--- src/rtl/eit_pkg.sv ---
package eit_pkg;

    localparam int CODE_W = 4;

    localparam logic [CODE_W-1:0] TRIG_NONE = 4'd0;
    localparam logic [CODE_W-1:0] TRIG_RISE = 4'd1;
    localparam logic [CODE_W-1:0] TRIG_FALL = 4'd2;
    localparam logic [CODE_W-1:0] TRIG_BOTH = 4'd3;
    localparam logic [CODE_W-1:0] TRIG_HIGH = 4'd5;
    localparam logic [CODE_W-1:0] TRIG_LOW  = 4'd6;

    localparam logic [CODE_W-1:0] TRIG_RESET = TRIG_LOW;

    localparam logic [1:0] IDX_MODE = 2'd0;
    localparam logic [1:0] IDX_AUX  = 2'd1;
    localparam logic [1:0] IDX_PEND = 2'd2;
    localparam logic [1:0] IDX_EN   = 2'd3;

    typedef enum logic [1:0] {
        CH_QUIET   = 2'd0,
        CH_LATCHED = 2'd1,
        CH_LEVEL   = 2'd2
    } ch_state_t;

endpackage

--- src/rtl/eit_pin_sync.sv ---
module eit_pin_sync #(
    parameter int NUM_CH = 6,
    parameter int STAGES = 2
) (
    input  logic              clk,
    input  logic              rst_n,
    input  logic [NUM_CH-1:0] pin_raw,
    output logic [NUM_CH-1:0] pin_lvl,
    output logic [NUM_CH-1:0] pin_rise,
    output logic [NUM_CH-1:0] pin_fall
);
    localparam int DEPTH = STAGES + 1;

    for (genvar g = 0; g < NUM_CH; g++) begin : g_ch
        logic [DEPTH-1:0] shift_q;

        always_ff @(posedge clk or negedge rst_n) begin
            if (!rst_n) shift_q <= '1;
            else        shift_q <= {shift_q[DEPTH-2:0], pin_raw[g]};
        end

        assign pin_lvl[g]  = shift_q[STAGES-1];
        assign pin_rise[g] = shift_q[STAGES-1] & ~shift_q[STAGES];
        assign pin_fall[g] = ~shift_q[STAGES-1] & shift_q[STAGES];
    end

endmodule

--- src/rtl/eit_channel.sv ---
module eit_channel
    import eit_pkg::*;
(
    input  logic              clk,
    input  logic              rst_n,
    input  logic [CODE_W-1:0] mode,
    input  logic              lvl,
    input  logic              rise,
    input  logic              fall,
    input  logic              clr_req,
    output logic              pending
);
    ch_state_t state_q, state_d;
    logic      edge_ev;
    logic      lvl_act;
    logic      mode_unused;

    // trigger-code decode
    always_comb begin
        edge_ev = 1'b0;
        lvl_act = 1'b0;
        unique case (mode)
            TRIG_RISE: edge_ev = rise;
            TRIG_FALL: edge_ev = fall;
            TRIG_BOTH: edge_ev = rise | fall;
            TRIG_HIGH: lvl_act = lvl;
            TRIG_LOW:  lvl_act = ~lvl;
            default: begin
                edge_ev = 1'b0;
                lvl_act = 1'b0;
            end
        endcase
    end

    assign mode_unused = (mode == 4'd0) || (mode == 4'd4) || (mode >= 4'd7);

    // state register
    always_ff @(posedge clk or negedge rst_n) begin
        if (!rst_n) state_q <= CH_QUIET;
        else        state_q <= state_d;
    end

    // next-state logic
    always_comb begin
        state_d = state_q;
        unique case (state_q)
            CH_QUIET: begin
                if (edge_ev)      state_d = CH_LATCHED;   // capture
                else if (lvl_act) state_d = CH_LEVEL;     // track
            end
            CH_LATCHED: begin
                if (edge_ev)      state_d = CH_LATCHED;   // hold
                else if (clr_req) state_d = CH_QUIET;     // clear
            end
            CH_LEVEL: begin
                if (edge_ev)                  state_d = CH_LATCHED; // capture
                else if (clr_req || !lvl_act) state_d = CH_QUIET;   // clear / release
            end
            default: state_d = CH_QUIET;
        endcase
    end

    // outputs
    always_comb begin
        pending = (state_q != CH_QUIET);
    end

    assert_edge_hold_R8: assert property (@(posedge clk) disable iff (!rst_n)
        (state_q == CH_LATCHED && !clr_req) |=> (state_q == CH_LATCHED));

    assert_clear_wins_R8: assert property (@(posedge clk) disable iff (!rst_n)
        (state_q != CH_QUIET && clr_req && !edge_ev) |=> (state_q == CH_QUIET));

    assert_level_drop_R5: assert property (@(posedge clk) disable iff (!rst_n)
        (state_q == CH_LEVEL && !edge_ev && !lvl_act) |=> (state_q == CH_QUIET));

    assert_idle_mode_R7: assert property (@(posedge clk) disable iff (!rst_n)
        (state_q == CH_QUIET && mode_unused) |=> (state_q == CH_QUIET));

endmodule

--- src/rtl/eit_regs.sv ---
module eit_regs
    import eit_pkg::*;
#(
    parameter int NUM_CH = 6
) (
    input  logic                     clk,
    input  logic                     rst_n,
    input  logic [3:0]               reg_addr,
    input  logic                     reg_wr,
    input  logic [31:0]              reg_wdata,
    input  logic [NUM_CH-1:0]        pend_vec,
    output logic [31:0]              reg_rdata,
    output logic [NUM_CH*CODE_W-1:0] mode_flat,
    output logic [NUM_CH-1:0]        enable,
    output logic [NUM_CH-1:0]        clr_vec
);
    localparam int MODE_BITS = NUM_CH * CODE_W;

    logic [1:0] idx;
    assign idx = reg_addr[3:2];

    always_ff @(posedge clk or negedge rst_n) begin
        if (!rst_n) begin
            mode_flat <= {NUM_CH{TRIG_RESET}};
            enable    <= '0;
        end else if (reg_wr) begin
            if (idx == IDX_MODE) mode_flat <= reg_wdata[MODE_BITS-1:0];
            if (idx == IDX_EN)   enable    <= reg_wdata[NUM_CH-1:0];
        end
    end

    assign clr_vec = (reg_wr && idx == IDX_PEND) ? ~reg_wdata[NUM_CH-1:0] : '0;

    always_comb begin
        reg_rdata = '0;
        unique case (idx)
            IDX_MODE: reg_rdata[MODE_BITS-1:0] = mode_flat;
            IDX_AUX:  reg_rdata = '0;
            IDX_PEND: reg_rdata[NUM_CH-1:0] = pend_vec;
            IDX_EN:   reg_rdata[NUM_CH-1:0] = enable;
            default:  reg_rdata = '0;
        endcase
    end

    assert_mode_write_R10: assert property (@(posedge clk) disable iff (!rst_n)
        (reg_wr && idx == IDX_MODE) |=> (mode_flat == $past(reg_wdata[MODE_BITS-1:0])));

    assert_aux_write_R10: assert property (@(posedge clk) disable iff (!rst_n)
        (reg_wr && idx == IDX_AUX) |=> ($stable(mode_flat) && $stable(enable)));

    assert_enable_write_R9: assert property (@(posedge clk) disable iff (!rst_n)
        (reg_wr && idx == IDX_EN) |=> (enable == $past(reg_wdata[NUM_CH-1:0])));

endmodule

--- src/rtl/ext_irq_trigger.sv ---
module ext_irq_trigger
    import eit_pkg::*;
#(
    parameter int NUM_CH      = 6,
    parameter int SYNC_STAGES = 2
) (
    input  logic              clk,
    input  logic              rst_n,
    input  logic [NUM_CH-1:0] pin_in,
    input  logic [3:0]        reg_addr,
    input  logic              reg_wr,
    input  logic [31:0]       reg_wdata,
    output logic [31:0]       reg_rdata,
    output logic [NUM_CH-1:0] irq_out
);
    logic [NUM_CH-1:0]        lvl, rise, fall;
    logic [NUM_CH-1:0]        pend_vec, enable, clr_vec;
    logic [NUM_CH*CODE_W-1:0] mode_flat;

    eit_pin_sync #(.NUM_CH(NUM_CH), .STAGES(SYNC_STAGES)) u_sync (
        .clk      (clk),
        .rst_n    (rst_n),
        .pin_raw  (pin_in),
        .pin_lvl  (lvl),
        .pin_rise (rise),
        .pin_fall (fall)
    );

    eit_regs #(.NUM_CH(NUM_CH)) u_regs (
        .clk       (clk),
        .rst_n     (rst_n),
        .reg_addr  (reg_addr),
        .reg_wr    (reg_wr),
        .reg_wdata (reg_wdata),
        .pend_vec  (pend_vec),
        .reg_rdata (reg_rdata),
        .mode_flat (mode_flat),
        .enable    (enable),
        .clr_vec   (clr_vec)
    );

    for (genvar c = 0; c < NUM_CH; c++) begin : g_chan
        eit_channel u_chan (
            .clk     (clk),
            .rst_n   (rst_n),
            .mode    (mode_flat[c*CODE_W +: CODE_W]),
            .lvl     (lvl[c]),
            .rise    (rise[c]),
            .fall    (fall[c]),
            .clr_req (clr_vec[c]),
            .pending (pend_vec[c])
        );
    end

    assign irq_out = pend_vec & enable;

endmodule

--- config.mk ---
export PLATFORM = sky130hd
export DESIGN_NAME = ext_irq_trigger
export DESIGN_NICKNAME = d
export VERILOG_FILES = /design/src/rtl/eit_pkg.sv /design/src/rtl/eit_pin_sync.sv /design/src/rtl/eit_channel.sv /design/src/rtl/eit_regs.sv /design/src/rtl/ext_irq_trigger.sv
export SDC_FILE = /design/constraint.sdc
export NUM_CORES = 1
export LEC_CHECK = 0
export BUFFER_PORTS_ARGS = -buffer_cell sky130_fd_sc_hd__clkbuf_2
export CAP_MARGIN = 20
export CORE_MARGIN = 1.5
export CORE_UTILIZATION = 45
export CTS_CLUSTER_SIZE = 12
export DETAILED_ROUTE_END_ITERATION = 7
export PLACE_DENSITY = 0.74
export SLEW_MARGIN = 15
export SYNTH_ARGS = -nofsm -noshare
export SYNTH_HDL_FRONTEND = slang
export SYNTH_SLANG_ARGS = --single-unit
--- constraint.sdc ---
create_clock -name clk -period 1.76 [get_ports clk]
set_input_delay 0 -clock clk [delete_from_list [all_inputs] [get_ports clk]]
set_output_delay 0 -clock clk [all_outputs]
set_load 0.1 [all_outputs]
; After elaboration in Yosys (flattened, before gate mapping)
; Cells that the tools add are included.
[word_totals]
reg_bits = 60
inputBits = 45
out_inout_bits = 38
wordCells = 200
[classes]
n_eq_ne = 63
n_mux = 57
bitwise_logic = 32
n_reduce_logical = 34
[ops]
columns = cell, n
row1 = $mux 2, 36
row2 = $eq 4x2->1 const B, 12
row3 = $eq 4x3->1 const B, 12
row4 = $ne 3x1->1 const B, 12
row5 = $pmux 2 s3, 6
row6 = $eq 4x1->1 const B, 6
row7 = $pmux 6 s4, 1
row8 = $mux 18, 1
row9 = $ne 3x2->1 const B, 6
row10 = $pmux 1 s3, 6
row11 = $reduce_and 3->1, 6
row12 = $eq 2x2->1 const B, 8
row13 = $eq 2x1->1 const B, 7
row14 = $logic_not 2->1, 7
row15 = $and 1x1->1, 12
row16 = $not 1->1, 12
row17 = $pmux 1 s2, 6
row18 = $reduce_bool 2->1, 6
row19 = $and 6x6->6, 1
row20 = $logic_not 1->1, 6
row21 = $logic_or 1x1->1, 6
row22 = $mux 6, 1
row23 = $not 6->6, 1
row24 = $or 1x1->1, 6
row25 = other kinds (2), 3

; Depth between registers and ports, before layout
; Gate-level depths: netlist of the first run.
[depth]
depth_word = 7
ltp_mapped = 7
depth_no_buf = 7

; Modules after synthesis
; From an unflattened synthesis of the first run, not the netlist that was laid out.
[hier_totals]
hier_cells = 313
hier_area_um2 = 3525.9
[by_module_without_submodules]
columns = mod, n_inst, cells_per_inst, area_per_inst_um2, seq_area_each_um2
row1 = eit_regs, 1, 115, 1506.4, 765.7
row2 = eit_channel, 6, 26, 226.5, 50.0
row3 = eit_pin_sync, 1, 36, 623.1, 473.0
row4 = ext_irq_trigger, 1, 6, 37.5, 0.0

; Worst setup path before layout of the first run
; Ideal clock, no wire load.
[synth_timing]
path_kind = register -> output
start = register g_chan[4].u_chan.state_q[0]
end = output irq_out[4]
arrival_ns = 2.015
required_ns = 1.760
path_slack_ns = -0.255
stages_incl_launch_ff = 4
n_path_buf = 0
path_cell_list = dfrtp_1 > inv_1 > ha_1 > nor2b_1
[synth_via]
elab_chain_len = 2
[synth_rtl]
columns = item, line_no
row1 = start: declaration, eit_channel.sv:13  ; ch_state_t state_q, state_d;
row2 = start signal: assignment, eit_channel.sv:40  ; else state_q <= state_d;
row3 = $reduce_bool 2->1, eit_channel.sv:65  ; pending = (state_q != CH_QUIET);
row4 = $and 6x6->6, ext_irq_trigger.sv:55  ; assign irq_out = pend_vec & enable;
row5 = end: declaration, ext_irq_trigger.sv:14  ; output logic [NUM_CH-1:0] irq_out
; Every way passes these cells.

; Final worst setup path of the first run
[layout_timing]
start = register u_sync.g_ch[5].shift_q[2]
end = register g_chan[5].u_chan.state_q[0]
[layout_via]
elab_chain_len = 6
word_cells_on_any_way = 13
classes_between = 3 x eq/ne / 5 x mux / 4 x bitwise / 1 x reduce/logical
[layout_rtl]
columns = item, line_no
row1 = start: declaration, eit_pin_sync.sv:15  ; logic [DEPTH-1:0] shift_q;
row2 = start signal: assignment, eit_pin_sync.sv:19  ; else shift_q <= {shift_q[DEPTH-2:0], pin_raw[g]};
row3 = $not 1->1, eit_pin_sync.sv:23  ; assign pin_rise[g] = shift_q[STAGES-1] & ~shift_q[STAGES];
row4 = $and 1x1->1, eit_pin_sync.sv:23
row5 = $or 1x1->1, eit_channel.sv:25  ; TRIG_BOTH: edge_ev = rise | fall;
row6 = $pmux 1 s3 (*), eit_channel.sv:22  ; unique case (mode)
row7 = "$ne 3x1->1 (no source line), or another cell as far along", -
row8 = $reduce_and 3->1 (no source line) / $pmux 2 s3 (equally long branches), -
row9 = end signal: assignment, eit_channel.sv:40
row10 = end: declaration, eit_channel.sv:13
; Every way passes the cells marked *; elsewhere a longest branch is shown, timed or not.
; A chain may end at the register's enable or synchronous reset.

==> impl_metrics.yaml, run 1 <==
status:
  run_status: "finished clean"
die:
  num_rows: 32
  num_io_pins: 83
  core_sq_um: 7690
  die-area_sq_um: 8480
  die_y_um: 92.1
  die_w_um: 92.1
  initial_core_util_pct: 46.5
final_layout:
  diodes: 0
  nNetsFinal: 519
  final_common_cell: "clkbuf_2"
  utilization_pct: 60.8
  final_layout_size_suffix_gt1_share_pct: 40.0
  area_growth_pct: 30.8
  nFillCells: 635
  mostFrequentLayoutCells: "clkbuf_2 (55), ha_1 (35), dlygate4sd3_1 (31)"
  fin_cells: 545
place:
  gp_congestion: 0.806
  port_buffers: 64
  dp_hpwl_um: 5170
  place_ws_ps: 49.6
  placed_cells: 491
cts:
  cts_tree: "built"
  htreeDepth: 3
  cts-root-buf: "clkbuf_8"
  clock-sinks: 60
  clock_latency_ps: 340
  cts.clk_slew.worst_paths_ps: 70
  cts_buffers: 9
  clockBufferDepth: 2
timing:
  holdWs_ps: 184
  setup_tns_ps: 0
  max_slew.worst_pin.slew_ps: 555
  finalHoldViolations: 0
  period_needed_ps: 1700
  fmax_mhz: 588
  rsz0062_at_grt: "true"
  fin_ws_ps: 58.7
  fin_skew_ps: 13.4
  relSlewSlack_pct: 63.1
  maxSlewViolCount: 0
  min_period_over_period_pct: 96.7
  setup_violations: 0
synthesis:
  synth_top_family_by_area: "simple AND/OR/NAND/NOR gates"
  synth_fa_ha_area_share_pct: 12.6
  synth_area_leader_cell: "dfstp_2"
  yosys_warnings: 0
  synthCells: 328
  ys_seq_area_share_pct: 43.1
  muxShareOfSynthArea_pct: 11.1
  synthDistinctLibCells: 36
  netlist_top_cells_area: "dfstp_2 (22%), dfrtp_1 (21%), ha_1 (13%)"
  synthSimpleGateAreaFrac_pct: 17.1
  synth_compound_area_share_pct: 10.1
  netlist_area_sq_um: 3570
  ys_ff_latch: 60
  synth_top_area_share_pct: 22.1
  avgSynthCellArea_sq_um: 10.9
  synthXorXnorAreaFrac_pct: 0
global_route:
  track_usage_pct: 18.9
  grt_pass1_vias: 2790
  grt_pass1_wl_um: 12500
  grt_max_degree: 25
  grt-ovfl-total: 0
  antenna_found_initial: 0
drt:
  wirelength_um: 7760
  drtAntennaViolNets: 0
  drtIter0Drc: 93
  wire_per_inst_um: 14.2
  viasPerCell: 5.02
  first_pass_iters: 4
  via_count: 2734
  drc_errors: 0
setup_path:
  cp_max_fo: 3
  critical_path_class: "reg -> reg"
  r2r_setup_slack_ps: 60
  cp-end-kind: "register"
  cp.arrival_ps: 1920
  worstPathRequired_ps: 1980
  worstSetupStartpointType: "register"
power_and_ir_drop:
  leakage_uw: 0.00221
  power_density_nw_per_um2: 1290
  ir_drop_uv: 709
hold_path:
  hold_class: "in -> async"
flow_run:
  cap_violations: 0
worst max-delay path: stages (launching register included):
cell and delay (ps):
dfstp_2 540, inv_1 40, ha_1 260, nor2b_1 100, o21ai_1 70, a211o_1 340
a31o_1 230
power by group:
| group | switching (uW) | total (uW) | internal [uW] |
|---|---|---|---|
| Sequential | 291 | 2010 | 1710 |
| Clock | 541 | 1190 | 650 |
| Combinational | 1830 | 2850 | 1020 |
| Total | 2670 | 6050 | 3380 |
flip-flops by register name (all words and copies together) (netlist names):
signal and count:
g_chan.u_chan.state_q 12, u_regs.enable 6, u_regs.mode_flat 24, u_sync.g_ch.shift_q 18
path summary, 6_finish.rpt:
path	start	end	depth (start not counted)
setup reg to reg	u_sync.g_ch[5].shift_q[2]	g_chan[5].u_chan.state_q[0]	6
max in group asynchronous	rst_n	u_sync.g_ch[4].shift_q[1]	3
hold / removal	rst_n	u_regs.enable[2]	2
min in group clk	reg_wr	g_chan[3].u_chan.state_q[1]	5
setup / recovery	u_sync.g_ch[5].shift_q[2]	g_chan[5].u_chan.state_q[0]	6
hold reg to reg	u_sync.g_ch[4].shift_q[0]	u_sync.g_ch[4].shift_q[1]	0
cell type report:
class | count | area (sq um) | area share (%)
inverters | 27 | 101 | 2.17
flip-flops and latches | 60 | 1540 | 32.9
clock buffers | 11 | 131 | 2.81
well taps | 102 | 128 | 2.73
clock inverters | 5 | 55.1 | 1.18
multi-input cells | 233 | 1910 | 40.9
repair buffers | 107 | 811 | 17.3
through the flow:
| stage | area [sq um] | power, uW |
|---|---|---|
| after floorplan | 3610 | 4120 |
| after CTS | 4580 | 6010 |
| after detailed placement | 4080 | 4740 |
| after global routing | 4680 | 6420 |
| final | 4680 | 6050 |
| after global placement | 4080 | 4610 |
cells by family (layout without fill, tap and decap cells):
group	count (synthesis)	after routing
mux	36	36
compound gates	51	51
other cells	1	8
flops	60	60
fa+ha+maj	36	36
buf+inv	42	150
simple gates	102	102
cell usage after synthesis:
cell type / n
o21ai_1: 1
nand3_2: 2
a21oi_1: 6
a31o_1: 5
inv_1: 27
mux2i_1: 6
ha_1: 36
o22ai_2: 3
nor2_4: 1
buf_6: 2
clkbuf_1: 3
and2_1: 19
nand3b_1: 7
a211o_1: 6
nand2b_1: 9
o21ai_0: 19
nor3_1: 6
or2b_2: 1
nand3_1: 2
a22o_2: 1
a21oi_2: 3
a31o_2: 1
o211ai_1: 1
nand3b_4: 1
mux2_2: 30
nor2_1: 9
nor3b_1: 3
dfrtp_1: 30
a22o_1: 5
nand2_1: 17
dfstp_2: 30
conb_1: 1
or3b_1: 3
buf_4: 10
or3_1: 3
nor2b_1: 19
per-layer routing:
metal  share of wire, %  GRT usage (%)
met5                  0              0
met4                1.4           6.54
met3                4.1           5.22
met2                 51           33.0
met1                 43           22.2
what timing repair did:
item                                    CTS  global route
endpoints found under the setup margin    0            15
hold buffers                             31             0
buffers inserted                          0             7
gates resized for setup                   0            17
hold endpoints to repair                 47             0
(Power assumes the default switching activity.)
==> run 2, diff against run 1 <==
--- a/config.mk
+++ b/config.mk
@@ -15,4 +15,5 @@
 export SLEW_MARGIN = 15
 export SYNTH_ARGS = -nofsm -noshare
 export SYNTH_HDL_FRONTEND = slang
+export SYNTH_HIERARCHICAL = 1
 export SYNTH_SLANG_ARGS = --single-unit
==> constraint.sdc (replaced) <==
create_clock -name clk -period 1.7 [get_ports clk]
set_input_delay 0 -clock clk [delete_from_list [all_inputs] [get_ports clk]]
set_output_delay 0 -clock clk [all_outputs]
set_load 0.1 [all_outputs]
==> impl_metrics.yaml, run 2 <==
status:
  run_status: "finished clean"
cts:
  htreeDepth: 3
  clock-sinks: 60
  cts_tree: "built"
  cts.clk_slew.worst_paths_ps: 70
  cts-root-buf: "clkbuf_8"
  cts_buffers: 9
  clock_latency_ps: 340
  clockBufferDepth: 2
global_route:
  grt_pass1_vias: 2844
  grt_max_degree: 61
  track_usage_pct: 19.6
  antenna_found_initial: 0
  grt_pass1_wl_um: 12800
  grt-ovfl-total: 0
final_layout:
  area_growth_pct: 45.0
  utilization_pct: 66.8
  final_common_cell: "buf_4"
  largest_reg_flops: 24
  diodes: 0
  mostFrequentLayoutCells: "buf_4 (37), mux2_2 (35), clkbuf_2 (34)"
  final_layout_size_suffix_gt1_share_pct: 50.0
  reg_top3: "u_regs/mode_flat (24), u_sync/g_ch.shift_q (18), g_chan.u_chan/state_q (12)"
  final_area_sq_um: 5110
  nNetsFinal: 508
  regMostFlops: "u_regs/mode_flat"
synthesis:
  ys_top_cells_by_count: "mux2_2 (35), dfrtp_1 (30), dfstp_2 (30)"
  synthCells: 313
  netlist_top_cells_area: "dfstp_2 (22%), dfrtp_1 (21%), mux2_2 (11%)"
  synth-edff-count: 0
  ys_seq_area_share_pct: 43.6
  yosysMostFrequentCell: "mux2_2"
  avgSynthCellArea_sq_um: 11.3
  yosys_warnings: 6
  netlist_area_sq_um: 3530
  ys_ff_latch: 60
  synthArstFlopShare_pct: 100
  synthDistinctLibCells: 28
  synth_top_area_share_pct: 22.4
  synth_area_leader_cell: "dfstp_2"
  ys.flop_type: "dfstp_2"
die:
  core_sq_um: 7650
  die_y_um: 91.5
  num_rows: 32
  initial_core_util_pct: 46.1
  die-area_sq_um: 8380
  num_io_pins: 83
  die_w_um: 91.5
timing:
  maxSlewViolCount: 0
  fin_skew_ps: 7.19
  rsz0062_at_grt: "true"
  fin_ws_ps: 16.6
  finalHoldViolations: 0
  setup_violations: 0
  period_needed_ps: 1680
  min_period_over_period_pct: 99.0
  fmax_mhz: 594
  setup_tns_ps: 0
power_and_ir_drop:
  ir_drop_uv: 540
  switchingPower_uw: 2790
  power_density_nw_per_um2: 1340
  p_sw_share_pct: 40.6
  share_seq_of_total_power_pct: 28.6
  comb_power_share_pct: 50.8
  p_clk_share_pct: 20.6
  leakage_uw: 0.00229
  power.total_uw: 6870
  intPower_uw: 4080
place:
  place_ws_ps: 100
  port_buffers: 64
  gp_congestion: 0.754
  dp_hpwl_um: 5030
  place_area_sq_um: 4270
setup_path:
  cp-end-kind: "output port"
  worstSetupStartpointType: "register"
  cp.arrival_ps: 1680
  critical_path_class: "reg -> out"
  worst_r2r_path_depth: 4
  cp_max_fo: 3
  worstPathRequired_ps: 1700
  r2r_setup_slack_ps: 80
drt:
  wire_per_inst_um: 14.1
  wirelength_um: 7700
  via_count: 2692
  viasPerCell: 4.93
  drtIter0Drc: 109
  drc_errors: 0
  first_pass_iters: 4
  drtAntennaViolNets: 0
flow_run:
  cap_violations: 0
hold_path:
  hold_class: "in -> reg"
  min_path_cells: 3
-- run 2: cell count changes in the layout (fill, tap and decap cells not counted), sizes merged, moves of 9 or more --
cell	before	now
clkbuf	66	44
nor2	10	25
nor2b	19	0
o21ai	20	6
or2b	1	12
buf	21	63
nand2	17	6
and2b	0	12
inv	27	18
ha	36	24
-- run 2: through the flow --
step / hold slack (ps) / cells
floorplan: -296 / 320
detailed placement: 39.2 / 469
finish: 185 / 546
global route: 193 / 546
global placement: 32.5 / 469
CTS: 171 / 535
-- run 2: cell families (layout without fill, tap and decap cells) --
kind of cell / count (synthesis) / after routing / synth area share (%)
flops: 60 / 60 / 43.6
simple gates: 112 / 112 / 20.2
fa+ha+maj: 24 / 24 / 8.52
mux: 42 / 42 / 13.2
buf+inv: 38 / 162 / 6.28
other cells: 1 / 8 / 0.106
compound gates: 36 / 36 / 8.09
-- run 2: final timing paths --
check,startpoint,end
max,g_chan[1].u_chan/state_q[1],reg_rdata[1]
min,reg_wr,u_regs/mode_flat[14]
max reg2reg,u_regs/mode_flat[13],g_chan[3].u_chan/state_q[1]
min reg2reg,u_sync/g_ch[5].shift_q[0],u_sync/g_ch[5].shift_q[1]
max in group asynchronous,rst_n,u_sync/g_ch[0].shift_q[1]
min in group asynchronous,rst_n,u_regs/mode_flat[8]
-- run 2: area by class of cell --
class | count | area (sq um)
Timing Repair Buffer | 128 | 1280
Fill cell | 588 | 2540
Clock buffer | 10 | 128
Multi-Input combinational cell | 222 | 1880
Sequential cell | 60 | 1540
Inverter | 18 | 67.6
Clock inverter | 6 | 88.8
Tap cell | 102 | 128
-- run 2: timing repair --
action	in CTS	in global routing
pin swaps	3	4
setup endpoints to repair	6	8
gates cloned	0	0
buffers inserted	19	11
resized for setup	21	11
hold buffers	31	0
hold endpoints to repair	96	0
-- run 2: per-layer routing --
layer | vias to the layer above | track usage, % | wire, um
li1 | 1307 | - | -
met1 | 1320 | 22.4 | 3310
met2 | 55 | 34.9 | 3990
met3 | 10 | 5.11 | 270
met4 | 0 | 7.03 | 127
met5 | - | 0 | 0
-- run 2: critical path, cell delays in order, from the launching register on --
cell	delay [ps]
dfrtp_1	390
inv_2	90
ha_4	140
inv_2	40
mux2_2	250
a22o_1	260
buf_12	170
-- run 2: power groups by stage --
stage          logic [uW]  registers, uW  clock network, uW
6_report             3490           1960               1410
5_1_grt              3760           2000               1520
4_1_cts              3170           1960               1460
3_5_place_dp         2710           2020                  0
3_3_place_gp         2610           2000                  0
2_1_floorplan        2030           1940                  0
==> run 3, diff against run 2 <==
--- a/config.mk
+++ b/config.mk
@@ -11,6 +11,7 @@
 export CORE_UTILIZATION = 45
 export CTS_CLUSTER_SIZE = 12
 export DETAILED_ROUTE_END_ITERATION = 7
+export MAX_ROUTING_LAYER = met4
 export PLACE_DENSITY = 0.74
 export SLEW_MARGIN = 15
 export SYNTH_ARGS = -nofsm -noshare
==> impl_metrics.yaml, run 3 (synthesized netlist as in run 2, its figures left out) <==
setup_path:
  worstSetupStartpointType: "register"
  worstReg2RegStart: "u_regs/mode_flat[13]"
  crit_chain: "inv_2, ha_4, inv_2, mux2_2, a22o_1, buf_12"
  cpPeakStageDelay_ps: 390
  worst_r2r_path_depth: 4
  critical_path_class: "reg -> out"
  critPathTopFamily: "flip-flops"
  worst_path_most_repeated_cell: "inv_2"
  r2r_setup_slack_ps: 80
  cp.arrival_ps: 1690
  worstReg2RegEnd: "g_chan[3].u_chan/state_q[1]"
  worstPathRequired_ps: 1700
  critPathSlowestCell: "dfrtp_1"
  cp-end-kind: "output port"
  cp_max_fo: 3
  cp_num_buf_inv: 3
drt:
  drc_errors: 0
  via_count: 2697
  wirelength_um: 7770
  first_pass_iters: 4
  drtAntennaViolNets: 0
  drtIter0Drc: 110
  wire_per_inst_um: 14.2
  viasPerCell: 4.94
final_layout:
  nNetsFinal: 508
  reg_top3: "u_regs/mode_flat (24), u_sync/g_ch.shift_q (18), g_chan.u_chan/state_q (12)"
  largest_reg_flops: 24
  utilization_pct: 66.8
  diodes: 0
  mostFrequentLayoutCells: "buf_4 (37), mux2_2 (35), clkbuf_2 (34)"
  final_area_sq_um: 5110
  final_layout_size_suffix_gt1_share_pct: 49.8
  fin_cells: 546
  area_growth_pct: 45.0
  regMostFlops: "u_regs/mode_flat"
  final_common_cell: "buf_4"
place:
  placed_cells: 469
  port_buffers: 64
  place_area_sq_um: 4270
  dp_hpwl_um: 5030
  gp_congestion: 0.764
cts:
  htreeDepth: 3
  clock_latency_ps: 340
  clockBufferDepth: 2
  cts_buffers: 9
  cts.clk_slew.worst_paths_ps: 70
  clock-sinks: 60
  cts_tree: "built"
  cts-root-buf: "clkbuf_8"
hold_path:
  hold_start: "reg_wr"
  hold_class: "in -> reg"
  min_path_cells: 3
  hold_end: "u_regs/mode_flat[14]"
die:
  num_io_pins: 83
  core_sq_um: 7650
  die_y_um: 91.5
  initial_core_util_pct: 46.1
  num_rows: 32
  die_w_um: 91.5
  die-area_sq_um: 8380
power_and_ir_drop:
  power_density_nw_per_um2: 1350
  leakage_uw: 0.00230
  ir_drop_uv: 542
  power.total_uw: 6880
global_route:
  grt_max_degree: 61
  antenna_found_initial: 0
  grt_pass1_wl_um: 12800
  track_usage_pct: 20.1
  grt_pass1_vias: 2847
  grt-ovfl-total: 0
timing:
  fmax_mhz: 593
  fin_skew_ps: 7.64
  min_period_over_period_pct: 99.2
  period_needed_ps: 1690
  setup_violations: 0
  setup_tns_ps: 0
  maxSlewViolCount: 0
  rsz0062_at_grt: "true"
  finalHoldViolations: 0
status:
  run_status: "finished clean"
flow_run:
  cap_violations: 0
[run 3: cell counts in the layout (fill, tap and decap cells not counted)]
Identical to the previous run, type by type.
[run 3: worst max path at each step]
stage | depth (start not counted) | slack (ps) | startpoint | endpoint
floorplan | 5 | 100 | g_chan[1].u_chan/state_q[0] | reg_rdata[1]
global placement | 5 | 180 | u_sync/g_ch[5].shift_q[1] | g_chan[5].u_chan/state_q[0]
detailed placement | 4 | 100 | u_regs/mode_flat[1] | g_chan[0].u_chan/state_q[1]
CTS | 6 | 0.7 | g_chan[3].u_chan/state_q[0] | reg_rdata[3]
global route | 6 | -40 | g_chan[1].u_chan/state_q[1] | reg_rdata[1]
finish | 6 | 10 | g_chan[1].u_chan/state_q[1] | reg_rdata[1]
[run 3: repair_timing]
action / in CTS / in global routing
endpoints found under the setup margin: 6 / 8
resized for setup: 21 / 10
setup buffers: 19 / 11
gates cloned: 0 / 0
endpoints found under the hold margin: 96 / 0
pin swaps: 3 / 4
hold buffers: 31 / 0
[run 3: worst reg2reg max path: stages, from the launching register on]
cell      delay [ps]
dfstp_2          560
or3b_1           360
a21oi_2          190
nand3b_1         160
a32oi_2          260
[run 3: report_power, final]
| part | switching, uW | internal (uW) |
|---|---|---|
| Combinational | 1990 | 1510 |
| Sequential | 215 | 1750 |
| Clock | 591 | 825 |
[run 3: area by class of cell]
cell class	count	area, sq um
Clock buffer	10	128
Sequential cell	60	1540
Timing Repair Buffer	128	1280
Multi-Input combinational cell	222	1880
Fill cell	588	2540
Inverter	18	67.6
Tap cell	102	128
Clock inverter	6	88.8
[run 3: layer usage]
layer	GRT usage [%]	share of wire (%)
met1	22.5	43
met2	34.9	52
met3	4.77	3.5
met4	7.03	1.5
met5	-	0
[run 3: stage by stage]
step                      hold slack [ps]  worst slack (ps)
after floorplan                      -296              99.6
after global placement               32.5               177
after detailed placement             39.2               100
after CTS                             171             0.675
after global routing                  196             -39.1
final                                 183              14.3
